$ cat src/rtl/dbg_entry_pkg.sv
package dbg_entry_pkg;
  localparam int unsigned XLEN    = 32;
  localparam int unsigned NUM_EVT = 8;

  typedef enum logic [2:0] {
    EVT_SSTEP   = 3'd0,
    EVT_BRK     = 3'd1,
    EVT_DLOAD   = 3'd2,
    EVT_DSTORE  = 3'd3,
    EVT_IBRK    = 3'd4,
    EVT_DINT    = 3'd5,
    EVT_DLOAD_I = 3'd6,
    EVT_DSTOR_I = 3'd7
  } evt_idx_e;

  localparam logic [XLEN-1:0] VEC_NORMAL = 32'hBFC0_0480;
  localparam logic [XLEN-1:0] VEC_PROBE  = 32'hFF20_0200;
endpackage

$ cat src/rtl/dbg_evt_prio.sv
module dbg_evt_prio #(
  parameter int unsigned N = 8
) (
  input  logic [N-1:0] req_i,
  output logic [N-1:0] sel_o
);
  logic [N:0] seen;
  assign seen[0] = 1'b0;

  // lowest index wins
  for (genvar g = 0; g < N; g++) begin : g_prio
    assign sel_o[g]    = req_i[g] & ~seen[g];
    assign seen[g+1]   = seen[g] | req_i[g];
  end
endmodule

$ cat src/rtl/dbg_restart_capture.sv
module dbg_restart_capture #(
  parameter int unsigned XLEN = 32
) (
  input  logic            clk_i,
  input  logic            rst_ni,
  input  logic            take_i,
  input  logic            dslot_i,
  input  logic [XLEN-1:0] cur_pc_i,
  input  logic [XLEN-1:0] br_pc_i,
  output logic [XLEN-1:0] restart_pc_o,
  output logic            dslot_o
);
  logic [XLEN-1:0] pc_q;
  logic            ds_q;

  always_ff @(posedge clk_i or negedge rst_ni) begin
    if (!rst_ni) begin
      pc_q <= '0;
      ds_q <= 1'b0;
    end else if (take_i) begin
      pc_q <= dslot_i ? br_pc_i : cur_pc_i;
      ds_q <= dslot_i;
    end
  end

  assign restart_pc_o = pc_q;
  assign dslot_o      = ds_q;

  assert_dslot_pc_R1: assert property (@(posedge clk_i) disable iff (!rst_ni)
    take_i && dslot_i |=> restart_pc_o == $past(br_pc_i) && dslot_o);

  assert_plain_pc_R2: assert property (@(posedge clk_i) disable iff (!rst_ni)
    take_i && !dslot_i |=> restart_pc_o == $past(cur_pc_i) && !dslot_o);

  assert_hold_pc_R8: assert property (@(posedge clk_i) disable iff (!rst_ni)
    !take_i |=> $stable(restart_pc_o) && $stable(dslot_o));
endmodule

$ cat src/rtl/dbg_vector_sel.sv
module dbg_vector_sel #(
  parameter int unsigned     XLEN       = 32,
  parameter logic [XLEN-1:0] VEC_NORMAL = '0,
  parameter logic [XLEN-1:0] VEC_PROBE  = '0
) (
  input  logic            clk_i,
  input  logic            rst_ni,
  input  logic            take_i,
  input  logic            probe_trap_i,
  output logic            redirect_o,
  output logic [XLEN-1:0] target_o
);
  logic            pulse_q;
  logic [XLEN-1:0] tgt_q;

  always_ff @(posedge clk_i or negedge rst_ni) begin
    if (!rst_ni) begin
      pulse_q <= 1'b0;
      tgt_q   <= VEC_NORMAL;
    end else begin
      pulse_q <= take_i;
      if (take_i) tgt_q <= probe_trap_i ? VEC_PROBE : VEC_NORMAL;
    end
  end

  assign redirect_o = pulse_q;
  assign target_o   = tgt_q;

  assert_vec_normal_R6: assert property (@(posedge clk_i) disable iff (!rst_ni)
    take_i && !probe_trap_i |=> redirect_o && target_o == VEC_NORMAL);

  assert_vec_probe_R6: assert property (@(posedge clk_i) disable iff (!rst_ni)
    take_i && probe_trap_i |=> redirect_o && target_o == VEC_PROBE);

  assert_no_spurious_R6: assert property (@(posedge clk_i) disable iff (!rst_ni)
    !take_i |=> !redirect_o);
endmodule

$ cat src/rtl/dbg_entry_ctrl.sv
module dbg_entry_ctrl
  import dbg_entry_pkg::*;
#(
  parameter int unsigned     PC_W    = XLEN,
  parameter int unsigned     EVT_W   = NUM_EVT,
  parameter logic [PC_W-1:0] VEC_NRM = VEC_NORMAL,
  parameter logic [PC_W-1:0] VEC_PRB = VEC_PROBE
) (
  input  logic             clk_i,
  input  logic             rst_ni,
  input  logic             dbg_req_i,
  input  logic [PC_W-1:0]  cur_pc_i,
  input  logic [PC_W-1:0]  br_pc_i,
  input  logic             in_dslot_i,
  input  logic [EVT_W-1:0] evt_type_i,
  input  logic             halt_i,
  input  logic             doze_i,
  input  logic             probe_trap_i,
  input  logic             exc_in_dm_i,
  input  logic             dret_i,
  output logic [PC_W-1:0]  restart_pc_o,
  output logic             dslot_o,
  output logic [EVT_W-1:0] evt_o,
  output logic             halt_o,
  output logic             doze_o,
  output logic             iexi_o,
  output logic             dm_o,
  output logic             redirect_o,
  output logic [PC_W-1:0]  redirect_pc_o
);
  logic             dm_q, iexi_q, halt_q, doze_q;
  logic [EVT_W-1:0] evt_q, evt_sel;
  logic             take;

  assign take = dbg_req_i & ~dm_q;

  dbg_evt_prio #(.N(EVT_W)) u_prio (
    .req_i (evt_type_i),
    .sel_o (evt_sel)
  );

  dbg_restart_capture #(.XLEN(PC_W)) u_cap (
    .clk_i        (clk_i),
    .rst_ni       (rst_ni),
    .take_i       (take),
    .dslot_i      (in_dslot_i),
    .cur_pc_i     (cur_pc_i),
    .br_pc_i      (br_pc_i),
    .restart_pc_o (restart_pc_o),
    .dslot_o      (dslot_o)
  );

  dbg_vector_sel #(.XLEN(PC_W), .VEC_NORMAL(VEC_NRM), .VEC_PROBE(VEC_PRB)) u_vec (
    .clk_i        (clk_i),
    .rst_ni       (rst_ni),
    .take_i       (take),
    .probe_trap_i (probe_trap_i),
    .redirect_o   (redirect_o),
    .target_o     (redirect_pc_o)
  );

  always_ff @(posedge clk_i or negedge rst_ni) begin
    if (!rst_ni) begin
      dm_q   <= 1'b0;
      iexi_q <= 1'b0;
      halt_q <= 1'b0;
      doze_q <= 1'b0;
      evt_q  <= '0;
    end else if (take) begin
      dm_q   <= 1'b1;
      iexi_q <= 1'b1;
      halt_q <= halt_i;
      doze_q <= doze_i;
      evt_q  <= evt_sel;
    end else if (dm_q) begin
      if (exc_in_dm_i) evt_q <= '0;
      if (dret_i) begin
        dm_q   <= 1'b0;
        iexi_q <= 1'b0;
      end
    end
  end

  assign dm_o   = dm_q;
  assign iexi_o = iexi_q;
  assign halt_o = halt_q;
  assign doze_o = doze_q;
  assign evt_o  = evt_q;

  assert_evt_onehot_R3: assert property (@(posedge clk_i) disable iff (!rst_ni)
    take |=> $onehot0(evt_o));

  assert_status_copy_R4: assert property (@(posedge clk_i) disable iff (!rst_ni)
    take |=> halt_o == $past(halt_i) && doze_o == $past(doze_i));

  assert_enter_dm_R5: assert property (@(posedge clk_i) disable iff (!rst_ni)
    take |=> dm_o && iexi_o);

  assert_dm_exc_clear_R7: assert property (@(posedge clk_i) disable iff (!rst_ni)
    dm_o && exc_in_dm_i && !dbg_req_i |=> evt_o == '0);

  assert_req_ignored_R8: assert property (@(posedge clk_i) disable iff (!rst_ni)
    dm_o && dbg_req_i |=> !redirect_o && $stable(halt_o) && $stable(doze_o));

  assert_dret_exit_R9: assert property (@(posedge clk_i) disable iff (!rst_ni)
    dm_o && dret_i |=> !dm_o && !iexi_o);

  assert_lowest_wins_R11: assert property (@(posedge clk_i) disable iff (!rst_ni)
    take && evt_type_i[0] |=> evt_o == EVT_W'(1));
endmodule

$ cat config.mk
export PLATFORM = sky130hd
export DESIGN_NAME = dbg_entry_ctrl
export DESIGN_NICKNAME = d
export VERILOG_FILES = /design/src/rtl/dbg_entry_pkg.sv /design/src/rtl/dbg_evt_prio.sv /design/src/rtl/dbg_restart_capture.sv /design/src/rtl/dbg_vector_sel.sv /design/src/rtl/dbg_entry_ctrl.sv
export SDC_FILE = /design/constraint.sdc
export NUM_CORES = 1
export LEC_CHECK = 0
export ABC_AREA = 0
export BUFFER_PORTS_ARGS = -buffer_cell sky130_fd_sc_hd__buf_2
export CAP_MARGIN = 5
export CORE_ASPECT_RATIO = 2
export CORE_MARGIN = 2
export CORE_UTILIZATION = 38
export DETAILED_ROUTE_END_ITERATION = 6
export PLACE_DENSITY = 0.77
export SLEW_MARGIN = 30
export SYNTH_ARGS = -nofsm -noshare
export SYNTH_HDL_FRONTEND = slang
export SYNTH_SLANG_ARGS = --single-unit
$ cat constraint.sdc
create_clock -name clk_i -period 1.1 [get_ports clk_i]
set_clock_uncertainty 0.1 [all_clocks]
set_input_delay 0.055 -clock clk_i [delete_from_list [all_inputs] [get_ports clk_i]]
set_output_delay 0.055 -clock clk_i [all_outputs]
set_load 0.02 [all_outputs]
==> impl_results.md, run 1 <==
- Status: finished, violations left
- Failing checks: hold timing, setup timing
- Site row count: 40
- Post-route ant nets: 0
- Crit. End Element: register
- Max Transition Viols Final: 0
- Post-route setup slack: -0.108 ns
- Synth unique cells: 23
- Syn avg cell area: just over 10 sq um
- Static Leak: roughly 0.0022 uW
- Inserted Clock Buffers: 5
- Register clock-pin slew on the reported worst setup and hold paths: approximately 0.06 ns
- Top cell type's share of synthesized area: 0.496
- Core area: 0.00601 sq mm
- Power density over the cells: around 1400 mW/mm^2
- Crit start category: register
- Post-CTS Setup Repair Bufs: 0
- Skew-Pair Late Insertion Delay: 0.28 ns
- Nets: ~520
- Reg2reg start: dm_o
- GRT overflow: 0
- Vias: about 2500
- Mapped Cells: between 200 and 250
- Most common cell in the synthesized netlist: nand2_1
- Register bit total from synthesis: 48
- Main area contributors after synthesis: dfrtp_1, mux2i_1, buf_4, nand2_1, o21ai_0
- CP required: between 1 and 1.5 ns
- Clk buf depth: 2
- WHS: -0.0134 ns
- VDD IR-drop max: 1.14 mV
- Fraction of registers with async set/reset: 1.00
- Hold Startpoint: br_pc_i[6]
- Clk Tree Root Cell: clkbuf_16
- Unrepaired setup endpoints after global routing: true
- Number of flops mapped to enable cells by yosys: 0
- Initial antenna violation count: 0
- Syn-to-layout area delta: 76.1%
- GPL Wtd Cong: approximately 0.86
- WL final: between 8000 and 9000 um
- Syn. warnings: 0
- Worst R2R End: u_cap.restart_pc_o[11]
- Final HPWL DP: 4480 um
- Hold Crit Class: in2reg
- Largest net degree at the start of global routing: between 40 and 50
- Post-DR wirelength/cell: around 16 um
- CTS tree: yes
- Vias per cell: between 4 and 5
- Worst Setup SP: dm_o
- Global-route wire length before repair: 11200 um
- Vias in the first global route: 2461
- Endpoints failing setup: 49
- Crit path time final: roughly 1.2 ns
- Post-synthesis sequential area ratio: 0.507
- Worst Path Arrival: 1.26 ns
- Hold Vio Cnt, Final: 1
- Total die area: 0.00693 sq mm
- H-tree depth: 2
- Hold path cells: 3
- Slowest CP cell: dfrtp_2
- First-pass DRT Iterations: 4
- Crit-path max cell delay: around 0.43 ns
- Share of post-route cells with drive strength above 1: 0.420
- Setup Crit Path Kind: reg2reg
- Post-Syn Area: ~0.0024 sq mm
- Crit path cell chain: nand2b_4 > clkbuf_16 > nand2_1 > o21ai_1
- Fmax: around 830 MHz
- Buf/Inv on CP: 1
- Yosys top cell by area: dfrtp_1
- Die H: about 120 um
- Top FF cell, synth: dfrtp_1
- CP top delay family: flip-flops
- R2R Setup Slk: -0.11 ns
- # IOs: between 150 and 200
- Hold EP: u_cap.restart_pc_o[6]
- Die W: approximately 60 um
- Dpl ws: -0.164 ns
- Period utilisation layout: 1.10
- Initial DRC count: about 130
- CP Max Fanout: 18
- Max_cap viols: 0
- R2R depth: 4
- TritonCTS Sinks: 48
- DRC Markers: 0
- GRT Util Overall: 0.214
- Synth cell count leaders: nand2_1, dfrtp_1, o21ai_0
- Initial core utilization: 0.395
- Port bufs: 133
-- sequential cells by signal (all words and copies together) (netlist names) --
| signal | flops |
|---|---|
| u_cap.restart_pc_o | 32 |
| evt_o | 8 |
| u_vec.target_o | 2 |
| dm_o | 1 |
| doze_o | 1 |
| halt_o | 1 |
| iexi_o | 1 |
| u_cap.dslot_o | 1 |
| u_vec.redirect_o | 1 |
-- worst max-delay path by stage --
stage                                   endpoint  slack, ns  cells after the start
final                     u_cap.restart_pc_o[11]      -0.11                      4
after CTS                 u_cap.restart_pc_o[16]      -0.13                      4
after floorplan                         evt_o[2]      -0.15                      4
after global routing                    evt_o[6]      -0.15                      3
after detailed placement                evt_o[3]      -0.16                      2
after global placement                  evt_o[3]      -0.12                      2
-- cells by family after synthesis --
kind of cell | Yosys count | share of synthesized area
compound gates | 43 | 0.0987
buf+inv | 47 | 0.140
flops | 48 | 0.507
mux | 34 | 0.144
other cells | 2 | 0.00317
simple gates | 59 | 0.108
-- what timing repair did --
item	CTS	global route
cloned	0	4
endpoints found under the setup margin	49	50
hold buffers	74	0
hold endpoints to repair	93	0
pin swaps	3	9
gates resized for setup	19	55
-- placed cells by master (no fill, tap or decap), types with 5 or more instances in the layout --
cell type / netlist / layout
conb_1: 2 / 25
dfrtp_1: 47 / 46
nand2_2: 0 / 11
buf_2: 0 / 128
buf_6: 1 / 7
nand2_4: 0 / 6
buf_12: 0 / 5
o21ai_2: 0 / 9
o21ai_1: 1 / 21
dlygate4sd3_1: 0 / 74
clkbuf_16: 0 / 8
o21ai_0: 37 / 8
mux2i_1: 34 / 33
nand2_1: 50 / 33
-- worst reg2reg max path, cell delays in order, from the launching register on --
cell	delay [ns]
dfrtp_2	0.43
nand2b_4	0.21
clkbuf_16	0.20
nand2_1	0.07
o21ai_1	0.07
-- final cells by class --
class	instances	area, sq um
diodes	3	7.51
well taps	63	78.8
flip-flops and latches	48	1200
clock buffers	8	146
fillers	422	1830
inverters	5	21.3
repair buffers	220	1660
multi-input cells	162	1060
-- stage by stage --
step                      cell area [sq um]  TNS, ns  instances  utilization  power [uW]
after global placement                 3030    -2.54        420        0.505        3970
final                                  4180    -3.09        509        0.695        6050
after global routing                   4170    -5.44        506        0.694        6370
after floorplan                        2470    -5.79        256            -        3420
after CTS                              3970    -4.37        502        0.661        5810
after detailed placement               3030    -3.74        420        0.505        4020
-- routing by layer --
layer	vias up	routed length [um]	GRT usage
met1	1158	2600	0.216
met5	-	0	0
met2	124	4720	0.381
met4	0	372	0.148
li1	1148	-	-
met3	32	370	0.0324
-- power breakdown --
part,switching (uW),internal (uW)
combinational,1270,953
clock,595,907
sequential,230,2100
total,2090,3960
(Power assumes the default switching activity.)
==> run 2: changes to the inputs <==
Settings changed: CAP_MARGIN 5 to 20, CELL_PAD_IN_SITES_DETAIL_PLACEMENT from default to 2, CELL_PAD_IN_SITES_GLOBAL_PLACEMENT from default to 2, CORE_UTILIZATION 38 to 20, PLACE_DENSITY 0.77 to default, PLACE_DENSITY_LB_ADDON from default to 0.1, SETUP_SLACK_MARGIN from default to 0.4.
==> impl_results.md, run 2 (synthesis results as in run 1) <==
- Global-route wire length before repair: 11600 um (+4.3%)
- Final HPWL DP: 6010 um (+34%)
- Hold path cells: 2 (-1)
- GRT overflow: 0 (unchanged)
- Final TNS setup: -4.18 ns (-1.08 ns)
- Hold Startpoint: probe_trap_i
- Syn-to-layout area delta: 62.6%
- Static Leak: 0.00202 uW (-8.8%)
- Slowest CP cell: dfrtp_2
- Core area: 0.0116 sq mm (+94%)
- Post-route ant nets: 0 (unchanged)
- R2R Setup Slk: -0.12 ns (about the same)
- Die W: 81.0 um (+35%)
- Total power: 6400 uW (+5.7%)
- Fillers: 1360 (+220%)
- TritonCTS Sinks: 48 (unchanged)
- First-pass DRT Iterations: 2 (-2)
- Crit start category: register
- Share of post-route cells with drive strength above 1: 0.495 (+0.0750)
- Hold Vio Cnt, Final: 45 (+44)
- Hold EP: u_vec.target_o[23]
- Vias: 2169 (-12%)
- Port bufs: 133 (unchanged)
- Sequential Area: 0.00121 sq mm (+0.31%)
- DRC Markers: 0 (unchanged)
- Clk Tree Root Cell: clkbuf_16
- Worst Path Arrival: 1.35 ns (+0.09 ns)
- Max Transition Viols Final: 0 (unchanged)
- # IOs: 159 (unchanged)
- WHS: -0.182 ns (-0.168 ns)
- Initial antenna violation count: 0 (unchanged)
- Nets: 466 (-11%)
- Reg2reg start: dm_o
- Vias per cell: 4.08 (-16%)
- Endpoints failing setup: 49 (unchanged)
- Initial DRC count: 35 (-74%)
- Inserted Clock Buffers: 5 (unchanged)
- CTS tree: yes
- Met2 usage in global routing: 0.247 (-0.134)
- R2R depth: 3 (-1)
- Vias in the first global route: 2284 (-7.2%)
- Crit. End Element: register
- Non-Filler Instances: 531 (+4.3%)
- GR Layer Usage met1: 0.112 (-0.104)
- Clk buf depth: 2 (unchanged)
- Worst R2R End: evt_o[4]
- WL final: 7900 um (-1.9%)
- Setup Crit Path Kind: reg2reg
- Most common cell after layout, fill and taps aside: buf_2
- Die H: 158 um (+37%)
- Status: finished, violations left
- Unrepaired setup endpoints after global routing: true
- Commonest cells after routing, fill and taps aside: buf_2, buf_6, nand2_1, dfrtp_1, mux2i_1
- Post-DR wirelength/cell: 14.9 um (-6.0%)
- Diode count: 0 (-3)
- Most used routing layer in global routing: met2
- Initial core utilization: 0.204 (-0.191)
- Hold Crit Class: in2reg
- GPL Wtd Cong: 0.690 (-19%)
- VDD IR-drop max: 0.649 mV (-43%)
- H-tree depth: 2 (unchanged)
- Max_cap viols: 0 (unchanged)
- Dpl ws: -0.156 ns (+0.00814 ns)
- Failing checks: hold timing, setup timing
- Largest net degree at the start of global routing: 49 (unchanged)
- Period utilisation layout: 1.11 (+0.0132)
- Crit-path max cell delay: 0.43 ns (about the same)
- Multi-input logic area: 968 sq um (-8.6%)
- Crit path time final: 1.22 ns (+0.0145 ns)
- Power density over the cells: 1660 mW/mm^2 (+14%)
- Met3 Use GR: 0.0205 (-0.0118)
- Total die area: 0.0128 sq mm (+85%)
- Register clock-pin slew on the reported worst setup and hold paths: 0.06 ns (about the same)
- CP Max Fanout: 6 (-12)
- Crit path cell chain: nand2b_4 > nor4_4 > a32o_1
- Skew-Pair Late Insertion Delay: 0.29 ns (about the same)
- GRT Util Overall: 0.122 (-0.0917)
- Flip-flop count of the largest register after layout: 32 (unchanged)
- Post-route setup slack: -0.123 ns (-0.0145 ns)
- CP required: 1.23 ns (+0.07 ns)
- # hold bufs at CTS: 1 (-99%)
- Site row count: 56 (+40%)
- Fmax: 818 MHz (-1.2%)
- Dpl cells: 501 (+19%)
[run 2: cell count changes in the layout (fill, tap and decap cells not counted), moves of 3 or more]
cell	previous run	this run
buf_2	128	80
buf_4	3	22
buf_6	7	54
dfrtp_1	46	43
dfrtp_2	1	4
diode_2	3	0
dlygate4sd3_1	74	1
nand2_1	33	43
nand2_2	11	7
nand2_4	6	0
o21ai_0	8	4
o21ai_1	21	30
o21ai_2	9	4
[run 2: layer usage]
metal  vias to the layer above  wire [um]
li1                       1024          -
met1                      1056       2440
met2                        82       4890
met3                         7        431
met4                         0        146
met5                         -          0
[run 2: stage by stage]
stage / util / area (sq um) / hold slack (ns)
after floorplan: - / 2500 / -0.341
after global placement: 0.270 / 3140 / -0.0299
after detailed placement: 0.270 / 3140 / -0.0273
after CTS: 0.320 / 3730 / -0.190
after global routing: 0.332 / 3860 / -0.176
final: 0.332 / 3860 / -0.182
[run 2: layout make-up]
cell class | instances | share of cell area
Clock buffer | 6 | 0.0360
Tap cell | 145 | 0.0470
Inverter | 5 | 0.00552
Clock inverter | 2 | 0.00260
Sequential cell | 48 | 0.313
Multi-Input combinational cell | 161 | 0.251
Timing Repair Buffer | 164 | 0.345
[run 2: worst max-delay path by stage]
| stage | startpoint | end | slack (ns) | cells after the start |
|---|---|---|---|---|
| floorplan | dm_o | evt_o[2] | -0.15 | 4 |
| global placement | dm_o | evt_o[4] | -0.11 | 3 |
| detailed placement | dm_o | u_cap.restart_pc_o[15] | -0.16 | 3 |
| CTS | dm_o | evt_o[4] | -0.14 | 3 |
| global route | dm_o | evt_o[4] | -0.19 | 3 |
| finish | dm_o | evt_o[4] | -0.12 | 3 |
[run 2: power breakdown]
group	switching [uW]	total [uW]	internal [uW]	leakage, uW
registers	268	2370	2110	0.000595
clock network	660	1560	897	0.0000766
logic	1220	2470	1250	0.00135
[run 2: worst max-delay path: cells and delay by family, from the launching register on]
family | cells | cell delay [ns]
simple gates | 2 | 0.43
flops | 1 | 0.43
compound gates | 1 | 0.20
[run 2: repair_timing]
action / 4_1_cts / 5_1_grt
hold endpoints to repair: 92 / 37
gates cloned: 0 / 1
pin swaps: 5 / 1
gates resized for setup: 134 / 16
setup buffers: 11 / 9
setup endpoints to repair: 101 / 110
